[config.mk]
export PLATFORM = sky130hd
export DESIGN_NAME = xor_reg_sequencer
export DESIGN_NICKNAME = d
export VERILOG_FILES = /design/src/rtl/xor_reg_sequencer.sv
export SDC_FILE = /design/constraint.sdc
export NUM_CORES = 1
export LEC_CHECK = 0
export ABC_CLOCK_PERIOD_IN_PS = 3400
export BUFFER_PORTS_ARGS = -buffer_cell sky130_fd_sc_hd__buf_2
export CORE_UTILIZATION = 51
export DETAILED_ROUTE_END_ITERATION = 7
export PLACE_DENSITY = 0.82
export SETUP_SLACK_MARGIN = 0.02
export SYNTH_ARGS = -nofsm -noshare
export SYNTH_HDL_FRONTEND = slang
export SYNTH_SLANG_ARGS = --single-unit
[constraint.sdc]
create_clock -name clk -period 3.4 [get_ports clk]
set_input_delay 0.85 -clock clk [delete_from_list [all_inputs] [get_ports clk]]
set_output_delay 0.85 -clock clk [all_outputs]
set_load 0.01 [all_outputs]
[src/rtl/xor_reg_sequencer.sv]
module xor_reg_sequencer #(
  parameter int ADDR_W = 8,
  parameter int DATA_W = 8,
  parameter logic [ADDR_W-1:0] TARGET_ADDR = 8'h74,
  parameter logic [ADDR_W-1:0] STATUS_ADDR = 8'h75
) (
  input  logic              clk,
  input  logic              rst_n,
  input  logic              start_i,
  input  logic [DATA_W-1:0] desired_i,
  output logic              busy_o,
  output logic              done_o,
  output logic              bus_req_o,
  output logic              bus_we_o,
  output logic [ADDR_W-1:0] bus_addr_o,
  output logic [DATA_W-1:0] bus_wdata_o,
  input  logic [DATA_W-1:0] bus_rdata_i,
  input  logic              bus_ready_i
);

  typedef enum logic [2:0] {IDLE, RD_STATUS, RD_TARGET, WRITE, DONE} state_t;

  state_t            state;
  logic [DATA_W-1:0] want;
  logic [DATA_W-1:0] acc;
  logic              xfer;

  assign xfer        = bus_req_o && bus_ready_i;
  assign busy_o      = (state != IDLE);
  assign done_o      = (state == DONE);
  assign bus_req_o   = (state == RD_STATUS) || (state == RD_TARGET) || (state == WRITE);
  assign bus_we_o    = (state == WRITE);
  assign bus_addr_o  = (state == RD_STATUS) ? STATUS_ADDR : TARGET_ADDR;
  assign bus_wdata_o = (state == WRITE) ? (acc ^ want) : '0;

  always_ff @(posedge clk) begin
    if (!rst_n) begin
      state <= IDLE;
      want  <= '0;
      acc   <= '0;
    end else begin
      case (state)
        IDLE: if (start_i) begin
          want  <= desired_i;
          state <= RD_STATUS;
        end
        RD_STATUS: if (xfer) begin
          acc   <= bus_rdata_i;
          state <= RD_TARGET;
        end
        RD_TARGET: if (xfer) begin
          acc   <= acc ^ bus_rdata_i;
          state <= WRITE;
        end
        WRITE: if (xfer) state <= DONE;
        DONE: state <= IDLE;
        default: state <= IDLE;
      endcase
    end
  end

endmodule

Word-level counts from Yosys, hierarchy flattened
Cells that the tools add are included.
Word-level totals
  output and inout port bits: 20
  flip-flop bits (word level): 19
Operators by class
  equality and inequality tests: 8
  reductions and logical operators: 9
  multiplexer cells: 10
  bitwise logic cells: 2
Operator list (count)
  $mux 8: 3
  $pmux 8 s2: 1
  $xor 8x8->8: 2
  $mux 3: 4
  $pmux 3 s4: 1
  $eq 3x2->1 const B: 2
  $ne 2x2->1 const B: 3
  $reduce_and 4->1: 1
  $eq 3x1->1 const B: 1
  $eq 3x3->1 const B: 1
  $logic_not 3->1: 1
  $reduce_and 3->1: 1
  $reduce_bool 3->1: 1
  $logic_or 1x1->1: 2
  $ne 2x1->1 const B: 1
  $reduce_and 2->1: 1
  $reduce_bool 2->1: 1
  $logic_and 1x1->1: 1
  $mux 1: 1

Longest topological paths before layout
Gate-level depths: netlist (run 1).
  depth in word-level cells: 6
  depth in mapped cells: 6
  gate-level depth less buffers: 3

Worst setup path before layout (run 1)
OpenSTA, ideal clock, no wires.
  kind: flip-flop to output port
  start: register state[0]
  end: output bus_wdata_o[0]
  arrival time: 0.926 ns
  path buffers: 1
  setup slack: 1.624 ns
  cell stages (with the launch flop): 4
  cells stage by stage: dfxtp_1 buf_2 nand3b_1 nor2_1
Between the ends
  cells in the longest elaborated chain, start to end: 2
Ends and longest elaborated chain
  start: declaration: RTL line 23  | state_t state;
  start signal: assignment: RTL line 38  | state <= IDLE;
  start signal: assignment: RTL line 45  | state <= RD_STATUS;
  start signal: assignment: RTL line 49  | state <= RD_TARGET;
  $eq 3x2->1: RTL line 34  | assign bus_wdata_o = (state == WRITE) ? (acc ^ want) : '0;
  $mux 8: RTL line 34
  end: declaration: RTL line 16  | output logic [DATA_W-1:0] bus_wdata_o,
Every way passes these cells.

Final worst setup path (run 1)
  start: register state[0]
  end: output bus_wdata_o[1]
Same word-level chain as after synthesis.

==> key figures, run 1 <==
Synth
  • Cell variety after synth: 27
  • Synth warnings: 0
  • Synth area leader: dfxtp_1
  • Yosys top cell area share: 0.3539
  • Sequential element share of the synthesized area: 0.3539
  • Synth Register Bits: 19
  • Avg Cell Area, Syn: 8.332 um^2
  • Synth Cell Area: 1075 um^2
  • Ranking of synthesized cells by area: dfxtp_1, a211o_1, a21oi_1, xnor2_1, nand3b_1
  • Synth Instances: 129

Die
  • Core area: 1962 um^2
  • DIE AREA: 2295 um^2
  • Die Span Y: 47.91 um
  • Ports: 40
  • Initial Utilization: 0.5478
  • Die span in x: 47.91 um
  • FP Rows: 16

STA
  • RSZ-0062 raised after global routing: no
  • Final worst clock skew: 0.006402 ns
  • Crit share post-route: 0.7187
  • Max Slew Vio Count: 0
  • Setup_tns: 0 ns
  • Fin crit period: 2.444 ns
  • Worst-margin pin slew: 0.7625 ns
  • Max frequency: 409.2 MHz
  • Final Hold Viols: 0
  • Endpoints failing setup: 0
  • Slew HR: 0.4903

Pwr
  • P_leak: 0.4961 nW
  • PD cells: 393.9 nW/um^2
  • Overall power: 0.4766 mW
  • Peak supply drop: 0.3212 mV

Route
  • Post-DRT Antenna Nets: 0
  • DRC Markers: 0
  • DR vias: 979
  • 1st-iter DRT viols: 11
  • WL per Instance: 12.04 um
  • Drt via density: 5.409
  • Drt first pass iters: 4
  • Final WL: 2180 um

Global route
  • Vias in the first global route: 727
  • Gr ovfl total: 0
  • Global Route Usage Sum: 0.2057
  • Initial antenna violation count: 0
  • First-pass GRT wire length: 3180 um
  • Largest net degree at the start of global routing: 18

Placement
  • GPL Wtd Cong: 0.7469
  • Final HPWL DP: 1532 um
  • Port Buffer Count: 32

Setup path
  • Slowest Stage Delay on Critical Path: 0.56 ns
  • CP Data Required Time: 2.55 ns
  • Buf/Inv on CP: 1
  • Crit-path cells: nand3b_1 > nor2_1 > buf_2
  • Crit. End Element: output pin
  • Crit path launch type: flip-flop
  • CP max FO: 10
  • Critical path type: reg -> out
  • CP Data Arrival Time: 1.59 ns
  • Delay-heaviest family, CP: simple AND/OR/NAND/NOR gates
  • CP max stage cell: dfxtp_1

Clocking
  • Worst-path clk slew: 0.11 ns
  • CTS Buf Count: 3
  • Max H-tree Level: 1
  • CTS Hold Bufs: 0
  • Clock latency on the worst-skew pair: 0.31 ns
  • Clock Root Buffer: clkbuf_4
  • Post-cts gate resize count: 0
  • Post-CTS setup buffers: 0
  • CTS tree: done
  • Max clock buf depth: 2
  • Clock sinks: 19

Layout
  • Area Growth Syn to Fin: 12.57%
  • Final net count: 175
  • Most common cell after layout, fill and taps aside: buf_2
  • Most frequent cells in the layout: buf_2, dfxtp_1, nand2_1
  • Share of cells above drive strength 1: 0.2662
  • Fillers: 194
  • # diodes: 0

Outcome
  • Status: finished, final reports clean

Run
  • Max cap viols: 0

Hold path
  • Hold WC Path Type: reg -> reg
[stage by stage]
stage               instances  instance area, um^2  hold slack [ns]  utilization  setup WS, ns
CTS                       181                 1210           0.4781       0.6167        0.9694
global placement          177                 1182           0.4555       0.6027         1.219
detailed placement        177                 1182           0.4624       0.6027         1.114
global route              181                 1210           0.5006       0.6167        0.8041
finish                    181                 1210           0.4792       0.6167        0.9563
floorplan                 134                 1094           0.4488            -         1.624
[layer usage]
metal,GRT usage,up-vias,routed length [um],share of wire
met5,0,-,0,0
met4,0.1056,0,27,0.012
met3,0.05660,3,112,0.051
met2,0.3081,35,1039,0.48
met1,0.2694,462,1001,0.46
li1,-,479,-,-
[final timing paths]
kind / end / depth (start not counted) / start / slack [ns]
min reg2reg: want[1] / 2 / want[1] / 0.48
max: bus_wdata_o[1] / 3 / state[0] / 0.96
min: want[1] / 2 / want[1] / 0.48
max reg2reg: acc[6] / 3 / state[0] / 1.55
[area by class of cell]
class                      count  area [um^2]  area share
clock buffer                   3        22.52     0.01861
clock inverter                 1        5.005    0.004137
tap                           27        33.78     0.02792
inverter                       2        7.507    0.006205
timing repair buffer          32        160.2      0.1324
multi-input combinational     97        600.6      0.4964
sequential                    19        380.4      0.3144
[logic make-up after synthesis]
family / after synthesis / share of synthesized area
DFF: 19 / 0.3539
buffers and inverters: 18 / 0.1048
AOI/OAI and AO/OA: 33 / 0.2072
other: 2 / 0.006987
and+or+nand+nor: 46 / 0.2282
muxes: 1 / 0.01048
xor gates and xnor gates: 10 / 0.08848
[tightest hold or removal path: cells and delay by family, from the launching register on]
| family | cells | cell delay, ns |
|---|---|---|
| flip-flops | 1 | 0.34 |
| AND/OR/NAND/NOR | 1 | 0.05 |
| AO/OA/AOI/OAI | 1 | 0.05 |
[state kept, by name, summed over array words and instances (netlist names)]
signal / cells
want: 8
acc: 8
state: 3
[cells in the mapped netlist, drive strengths merged]
cell / count
a211o: 8
nand4bb: 1
nor4b: 1
mux2: 1
xor2: 1
and3: 1
conb: 2
nand2b: 1
xnor2: 9
clkbuf: 4
nand3b: 9
dfxtp: 19
inv: 2
nor2: 12
or3: 1
nor3b: 1
nand2: 17
and2: 1
buf: 12
o21ai: 1
a21oi: 16
o211ai: 8
or4b: 1
[power breakdown]
| part | leakage, nW | internal (mW) | switching [mW] |
|---|---|---|---|
| clock | 0.0177 | 0.0439 | 0.0733 |
| sequential | 0.155 | 0.238 | 0.0175 |
| combinational | 0.323 | 0.0456 | 0.0581 |
| total | 0.496 | 0.328 | 0.149 |
No activity file was read; power rests on OpenSTA's default activity.
==> inputs of run 2 (changes only) <==
--- a/config.mk
+++ b/config.mk
@@ -5,11 +5,12 @@
 export SDC_FILE = /design/constraint.sdc
 export NUM_CORES = 1
 export LEC_CHECK = 0
-export ABC_CLOCK_PERIOD_IN_PS = 3400
+export ABC_AREA = 1
+export ABC_CLOCK_PERIOD_IN_PS = 2000
 export BUFFER_PORTS_ARGS = -buffer_cell sky130_fd_sc_hd__buf_2
-export CORE_UTILIZATION = 51
+export CORE_UTILIZATION = 44
 export DETAILED_ROUTE_END_ITERATION = 7
-export PLACE_DENSITY = 0.82
+export PLACE_DENSITY = 0.75
 export SETUP_SLACK_MARGIN = 0.02
 export SYNTH_ARGS = -nofsm -noshare
 export SYNTH_HDL_FRONTEND = slang
==> constraint.sdc (replaced) <==
create_clock -name clk -period 2 [get_ports clk]
set_input_delay 0.5 -clock clk [delete_from_list [all_inputs] [get_ports clk]]
set_output_delay 0.5 -clock clk [all_outputs]
set_load 0.01 [all_outputs]
==> run 2 against run 1 <==
Compared with the run above:
- cell count increased by 19%
- clock skew decreased by 0.0053 ns
- wire length increased by 0.69%
- register-to-register slack got worse by 0.87 ns
- sequential share of layout area decreased by 1.8 points
- area after synthesis increased by 4.4%
- utilization decreased by 5.7 points
- clock power increased by 64%
- global-route usage decreased by 2.9 points
- power increased by 100%
- cell area increased by 6.3%
- critical endpoint is now bus_wdata_o[7]
- highest routed layer unchanged
==> key figures, run 2 <==
Outcome
  • Status: finished, final reports clean

Synth
  • Avg Cell Area, Syn: 7.149 um^2 (-14%)
  • Synth warnings: 0 (unchanged)
  • Synth area leader: dfxtp_1
  • Dominant synthesized flop cell: dfxtp_1
  • Synth Instances: 157 (+22%)
  • FFs w/ async S/R, synth: 0 (unchanged)
  • Cell variety after synth: 22 (-19%)
  • Ranking of synthesized cells by area: dfxtp_1, nand2_1, nor2_1, xnor2_1, a21oi_1
  • Yosys top cell area share: 0.3389 (-0.01499)
  • Synth Cell Area: 1122 um^2 (+4.4%)
  • Post-synth EDFFs: 0 (unchanged)
  • Count leader, synth: nand2_1
  • Sequential element share of the synthesized area: 0.3389 (-0.01499)
  • Synth Register Bits: 19 (unchanged)
  • Top cells by count, synth: nand2_1, nor2_1, dfxtp_1, inv_1, a21oi_1

Global route
  • First-pass GRT wire length: 3643 um (+15%)
  • Global Route Usage Sum: 0.1770 (-0.02872)
  • Initial antenna violation count: 0 (unchanged)
  • Gr ovfl total: 0 (unchanged)
  • Largest net degree at the start of global routing: 17 (-1)
  • Vias in the first global route: 901 (+24%)

Hold path
  • Hold WC Path Type: in -> reg
  • Hold Path Sink: want[3]
  • HP Start: desired_i[3]
  • Hold Crit Depth: 3 (+1)

Pwr
  • Peak supply drop: 0.4787 mV (+49%)
  • PD cells: 758.8 nW/um^2 (+93%)
  • Overall power: 0.9760 mW (+100%)
  • P_leak: 0.6271 nW (+26%)

STA
  • Endpoints failing setup: 0 (unchanged)
  • Fin crit period: 1.878 ns
  • Max frequency: 532.6 MHz
  • Max Slew Vio Count: 0 (unchanged)
  • Worst hold margin: 0.4654 ns (-0.01379 ns)
  • Final worst clock skew: 0.001064 ns (-0.005338 ns)
  • RSZ-0062 raised after global routing: no
  • Crit share post-route: 0.9388
  • Final Hold Viols: 0 (unchanged)
  • Setup_tns: 0 ns (unchanged)

Route
  • 1st-iter DRT viols: 11 (unchanged)
  • DR vias: 1,051 (+7.4%)
  • Drt first pass iters: 4 (unchanged)
  • WL per Instance: 10.16 um (-16%)
  • DRC Markers: 0 (unchanged)
  • Post-DRT Antenna Nets: 0 (unchanged)
  • Final WL: 2195 um (+0.69%)
  • Drt via density: 4.866 (-10%)

Layout
  • Share of cells above drive strength 1: 0.2713 (+0.005043)
  • Final net count: 209 (+19%)
  • Fin area: 1286 um^2 (+6.3%)
  • Fillers: 232 (+20%)
  • Most frequent cells in the layout: nand2_1, buf_2, nor2_1
  • Post-layout util: 0.5599 (-0.05680)
  • # diodes: 0 (unchanged)
  • Most common cell after layout, fill and taps aside: nand2_1
  • Top Registers: acc: 8 flops, want: 8 flops, state: 3 flops
  • Area Growth Syn to Fin: 14.60%

Clocking
  • CTS Buf Count: 3 (unchanged)
  • CTS tree: done
  • Clock Root Buffer: clkbuf_4
  • Post-CTS setup buffers: 0 (unchanged)
  • Clock latency on the worst-skew pair: 0.29 ns (-0.02 ns)
  • Clock sinks: 19 (unchanged)
  • Max clock buf depth: 2 (unchanged)
  • Worst-path clk slew: 0.11 ns (about the same)
  • Max H-tree Level: 1 (unchanged)

Setup path
  • CP Data Required Time: 1.50 ns (-1.05 ns)
  • CP Data Arrival Time: 1.38 ns (-0.21 ns)
  • CP max FO: 10 (unchanged)
  • Crit path launch type: flip-flop
  • Worst R2R Start: state[0]
  • Critical path type: reg -> out
  • Crit. End Element: output pin
  • R2R Path End: acc[2]
  • R2R depth: 6 (+3)
  • R2R Setup Slk: 0.68 ns (-0.87 ns)

Die
  • DIE AREA: 2757 um^2 (+20%)
  • Initial Utilization: 0.4886 (-0.05927)
  • Die span in x: 52.51 um (+9.6%)
  • Ports: 40 (unchanged)
  • Die Span Y: 52.51 um (+9.6%)
  • Core area: 2297 um^2 (+17%)
  • FP Rows: 17 (+1)

Run
  • Max cap viols: 0 (unchanged)

Placement
  • GPL Wtd Cong: 0.7561 (+1.2%)
  • Placed cell area: 1250 um^2 (+5.7%)
  • Final HPWL DP: 1643 um (+7.2%)
  • Port Buffer Count: 32 (unchanged)
==> run 2: cell type report <==
cell class | count | area [um^2] | area share
clock buffer | 3 | 22.52 | 0.01751
clock inverter | 1 | 5.005 | 0.003891
inverter | 18 | 67.56 | 0.05253
multi-input combinational | 114 | 606.8 | 0.4718
sequential | 19 | 381.6 | 0.2967
tap | 28 | 35.03 | 0.02724
timing repair buffer | 33 | 167.7 | 0.1304
==> run 2: how the worst max path moves through the flow <==
stage                  start        endpoint  depth (start not counted)
floorplan           state[2]  bus_wdata_o[7]                          3
global placement    state[1]  bus_wdata_o[7]                          3
CTS                 state[0]  bus_wdata_o[7]                          3
finish              state[0]  bus_wdata_o[7]                          3
detailed placement  state[1]  bus_wdata_o[7]                          3
global route        state[0]  bus_wdata_o[7]                          3
==> run 2: power breakdown <==
part / internal, mW / switching, mW / total [mW]
registers: 0.424 / 0.0481 / 0.472
clock network: 0.0745 / 0.117 / 0.192
logic: 0.126 / 0.186 / 0.312
total: 0.624 / 0.352 / 0.976
==> run 2: logic make-up (layout without fill, tap and decap cells) <==
| family | count (synthesis) | in the layout | share of synthesized area |
|---|---|---|---|
| AOI/OAI and AO/OA | 21 | 21 | 0.1104 |
| xor gates and xnor gates | 7 | 7 | 0.05463 |
| buffers and inverters | 29 | 55 | 0.1438 |
| DFF | 19 | 19 | 0.3389 |
| other | 2 | 7 | 0.006691 |
| and+or+nand+nor | 79 | 79 | 0.3456 |
==> run 2: per-layer routing <==
layer  track usage  wire length [um]
met2        0.3186              1101
met5             0                 0
met3       0.03478               106
met4       0.07018                14
met1        0.2010               971
==> run 2: metrics by stage <==
| stage | setup slack, ns | std cells |
|---|---|---|
| after CTS | 0.02417 | 216 |
| after detailed placement | 0.2860 | 212 |
| final | 0.1223 | 216 |
| after floorplan | 0.5941 | 162 |
| after global placement | 0.3416 | 212 |
| after global routing | 0.03909 | 216 |
==> run 2: critical path: stages, from the launching register on <==
cell	delay (ns)
dfxtp_1	0.55
nand3_4	0.22
a21oi_1	0.16
buf_2	0.14
==> run 2: timing repair <==
| item | in CTS | in global routing |
|---|---|---|
| resized for setup | 1 | 1 |
| endpoints found under the setup margin | 8 | 8 |
| hold buffers | 0 | 0 |
==> inputs of run 3 (changes only) <==
--- a/config.mk
+++ b/config.mk
@@ -6,11 +6,11 @@
 export NUM_CORES = 1
 export LEC_CHECK = 0
 export ABC_AREA = 1
-export ABC_CLOCK_PERIOD_IN_PS = 2000
+export ABC_CLOCK_PERIOD_IN_PS = 2260
 export BUFFER_PORTS_ARGS = -buffer_cell sky130_fd_sc_hd__buf_2
-export CORE_UTILIZATION = 44
+export CORE_UTILIZATION = 52
 export DETAILED_ROUTE_END_ITERATION = 7
-export PLACE_DENSITY = 0.75
+export PLACE_DENSITY = 0.83
 export SETUP_SLACK_MARGIN = 0.02
 export SYNTH_ARGS = -nofsm -noshare
 export SYNTH_HDL_FRONTEND = slang
==> constraint.sdc (replaced) <==
create_clock -name clk -period 2.26 [get_ports clk]
set_input_delay 0.565 -clock clk [delete_from_list [all_inputs] [get_ports clk]]
set_output_delay 0.565 -clock clk [all_outputs]
set_load 0.01 [all_outputs]
==> run 3 against run 2 <==
Compared with the run above:
- non-clock buffer count unchanged
- sequential power decreased by 12%
- via count decreased by 2.0%
- highest routed layer unchanged
- worst setup slack improved by 0.12 ns
- global-route usage increased by 2.6 points
- largest cell class unchanged
- sequential share of layout area increased by 0.20 points
- hold slack improved by 0.00057 ns
- register-to-register slack improved by 0.15 ns
- critical path depth unchanged
==> key figures, run 3 (same netlist as run 2, synthesis figures left out) <==
Route
  • Met1 WL: 969 um (-0.21%)
  • Drt first pass iters: 4 (unchanged)
  • Met2 WL: 1127 um (+2.4%)
  • 1st-iter DRT viols: 7 (-4)
  • Post-DRT Antenna Nets: 0 (unchanged)
  • Top sig layer: met4
  • DRC Markers: 0 (unchanged)
  • Drt via density: 4.791 (-1.5%)
  • WL per Instance: 10.35 um (+1.8%)
  • Final WL: 2225 um (+1.4%)
  • DR vias: 1,030 (-2.0%)
  • Met3 WL: 107 um (+0.94%)

Placement
  • GPL Wtd Cong: 0.7840 (+3.7%)
  • Final HPWL DP: 1684 um (+2.5%)
  • Port Buffer Count: 32 (unchanged)
  • Placed insts: 211 (-0.47%)

STA
  • RSZ-0062 raised after global routing: no
  • Setup_tns: 0 ns (unchanged)
  • Max frequency: 495.6 MHz
  • Fin crit period: 2.018 ns
  • Crit share post-route: 0.8929
  • Endpoints failing setup: 0 (unchanged)
  • Max Slew Vio Count: 0 (unchanged)
  • Final Hold Viols: 0 (unchanged)
  • Final worst clock skew: 0.003844 ns (+0.002780 ns)

Die
  • Die span in x: 48.46 um (-7.7%)
  • Die Span Y: 48.46 um (-7.7%)
  • Initial Utilization: 0.5606 (+0.07206)
  • Core area: 2002 um^2 (-13%)
  • DIE AREA: 2348 um^2 (-15%)
  • FP Rows: 16 (-1)
  • Ports: 40 (unchanged)

Layout
  • Reg area: 381.6 um^2 (unchanged)
  • Area of the multi-input gates: 599.3 um^2 (-1.2%)
  • Top Registers: acc: 8 flops, want: 8 flops, state: 3 flops
  • Final net count: 209 (unchanged)
  • Fillers: 199 (-14%)
  • Area Growth Syn to Fin: 13.82%
  • Share of cells above drive strength 1: 0.2713 (unchanged)
  • Final Non-Filler Cells: 215 (-0.46%)
  • Most common cell after layout, fill and taps aside: nand2_1
  • Most frequent cells in the layout: nand2_1, buf_2, nor2_1
  • # diodes: 0 (unchanged)

Outcome
  • Status: finished, final reports clean

Clocking
  • Post-CTS setup buffers: 0 (unchanged)
  • Post-cts gate resize count: 0 (-1)
  • Max H-tree Level: 1 (unchanged)
  • Clock latency on the worst-skew pair: 0.29 ns (about the same)
  • Clock sinks: 19 (unchanged)
  • CTS Buf Count: 3 (unchanged)
  • CTS tree: done
  • Clock Root Buffer: clkbuf_4
  • CTS Hold Bufs: 0 (unchanged)
  • Max clock buf depth: 2 (unchanged)
  • Worst-path clk slew: 0.11 ns (about the same)

Pwr
  • Combinational Power Share: 0.321 (about the same)
  • Net Sw Frac: 0.3593 (-0.0009891)
  • Net load switching power: 0.3096 mW (-12%)
  • Peak supply drop: 0.5385 mV (+12%)
  • Internal power: 0.5521 mW (-12%)
  • Clock group share of total power: 0.197 (about the same)
  • P_leak: 0.6267 nW (about the same)
  • PD cells: 674.5 nW/um^2 (-11%)
  • Power share of the sequential group: 0.482 (-0.002)

Setup path
  • CP Data Arrival Time: 1.45 ns (+0.07 ns)
  • CP max FO: 10 (unchanged)
  • Crit path launch type: flip-flop
  • Crit. End Element: output pin
  • Critical path type: reg -> out
  • CP Data Required Time: 1.69 ns (+0.19 ns)

Global route
  • Gr ovfl total: 0 (unchanged)
  • First-pass GRT wire length: 3781 um (+3.8%)
  • Vias in the first global route: 955 (+6.0%)
  • Initial antenna violation count: 0 (unchanged)
  • Largest net degree at the start of global routing: 17 (unchanged)
  • Global Route Usage Sum: 0.2027 (+0.02566)

Run
  • Max cap viols: 0 (unchanged)

Hold path
  • Hold WC Path Type: reg -> reg
-- run 3: power groups by stage --
| stage | clock network, mW | logic (mW) | registers [mW] |
|---|---|---|---|
| final | 0.170 | 0.276 | 0.415 |
| after global routing | 0.188 | 0.313 | 0.420 |
| after CTS | 0.178 | 0.278 | 0.415 |
| after detailed placement | 0 | 0.277 | 0.423 |
| after global placement | 0 | 0.266 | 0.420 |
| after floorplan | 0 | 0.243 | 0.403 |
-- run 3: worst max-delay path: stages (launching register included) --
cell and delay [ns]:
dfxtp_1 0.52, nand3_2 0.29, a21oi_1 0.20, buf_2 0.15
-- run 3: worst paths after layout --
path                               start        endpoint  slack [ns]  depth (start not counted)
worst min-delay path             want[4]         want[4]        0.47                          2
worst max register to register  state[0]        state[0]        0.83                          7
worst max-delay path            state[0]  bus_wdata_o[7]        0.24                          3
worst min register to register   want[4]         want[4]        0.47                          2
-- run 3: metrics by stage --
step	total power, mW	setup WS (ns)	util	hold WS [ns]	cell area, um^2
final	0.8617	0.2421	0.6381	0.4660	1277
after global routing	0.9213	0.1123	0.6381	0.4871	1277
after CTS	0.8718	0.1342	0.6375	0.4679	1276
after detailed placement	0.7004	0.4859	0.6238	0.4517	1249
after global placement	0.6868	0.5362	0.6238	0.4430	1249
after floorplan	0.6460	0.7891	-	0.4342	1141
-- run 3: layer usage --
layer / global-route usage / vias to the layer above
li1: - / 534
met1: 0.2216 / 460
met2: 0.3920 / 32
met3: 0.03145 / 4
met4: 0.06863 / 0
met5: 0 / -
-- run 3: area by class of cell --
cell class                 count  share of cell area
sequential                    19              0.2987
tap                           27             0.02644
multi-input combinational    114              0.4691
clock inverter                 1            0.003918
inverter                      18             0.05289
clock buffer                   3             0.01763
timing repair buffer          33              0.1312
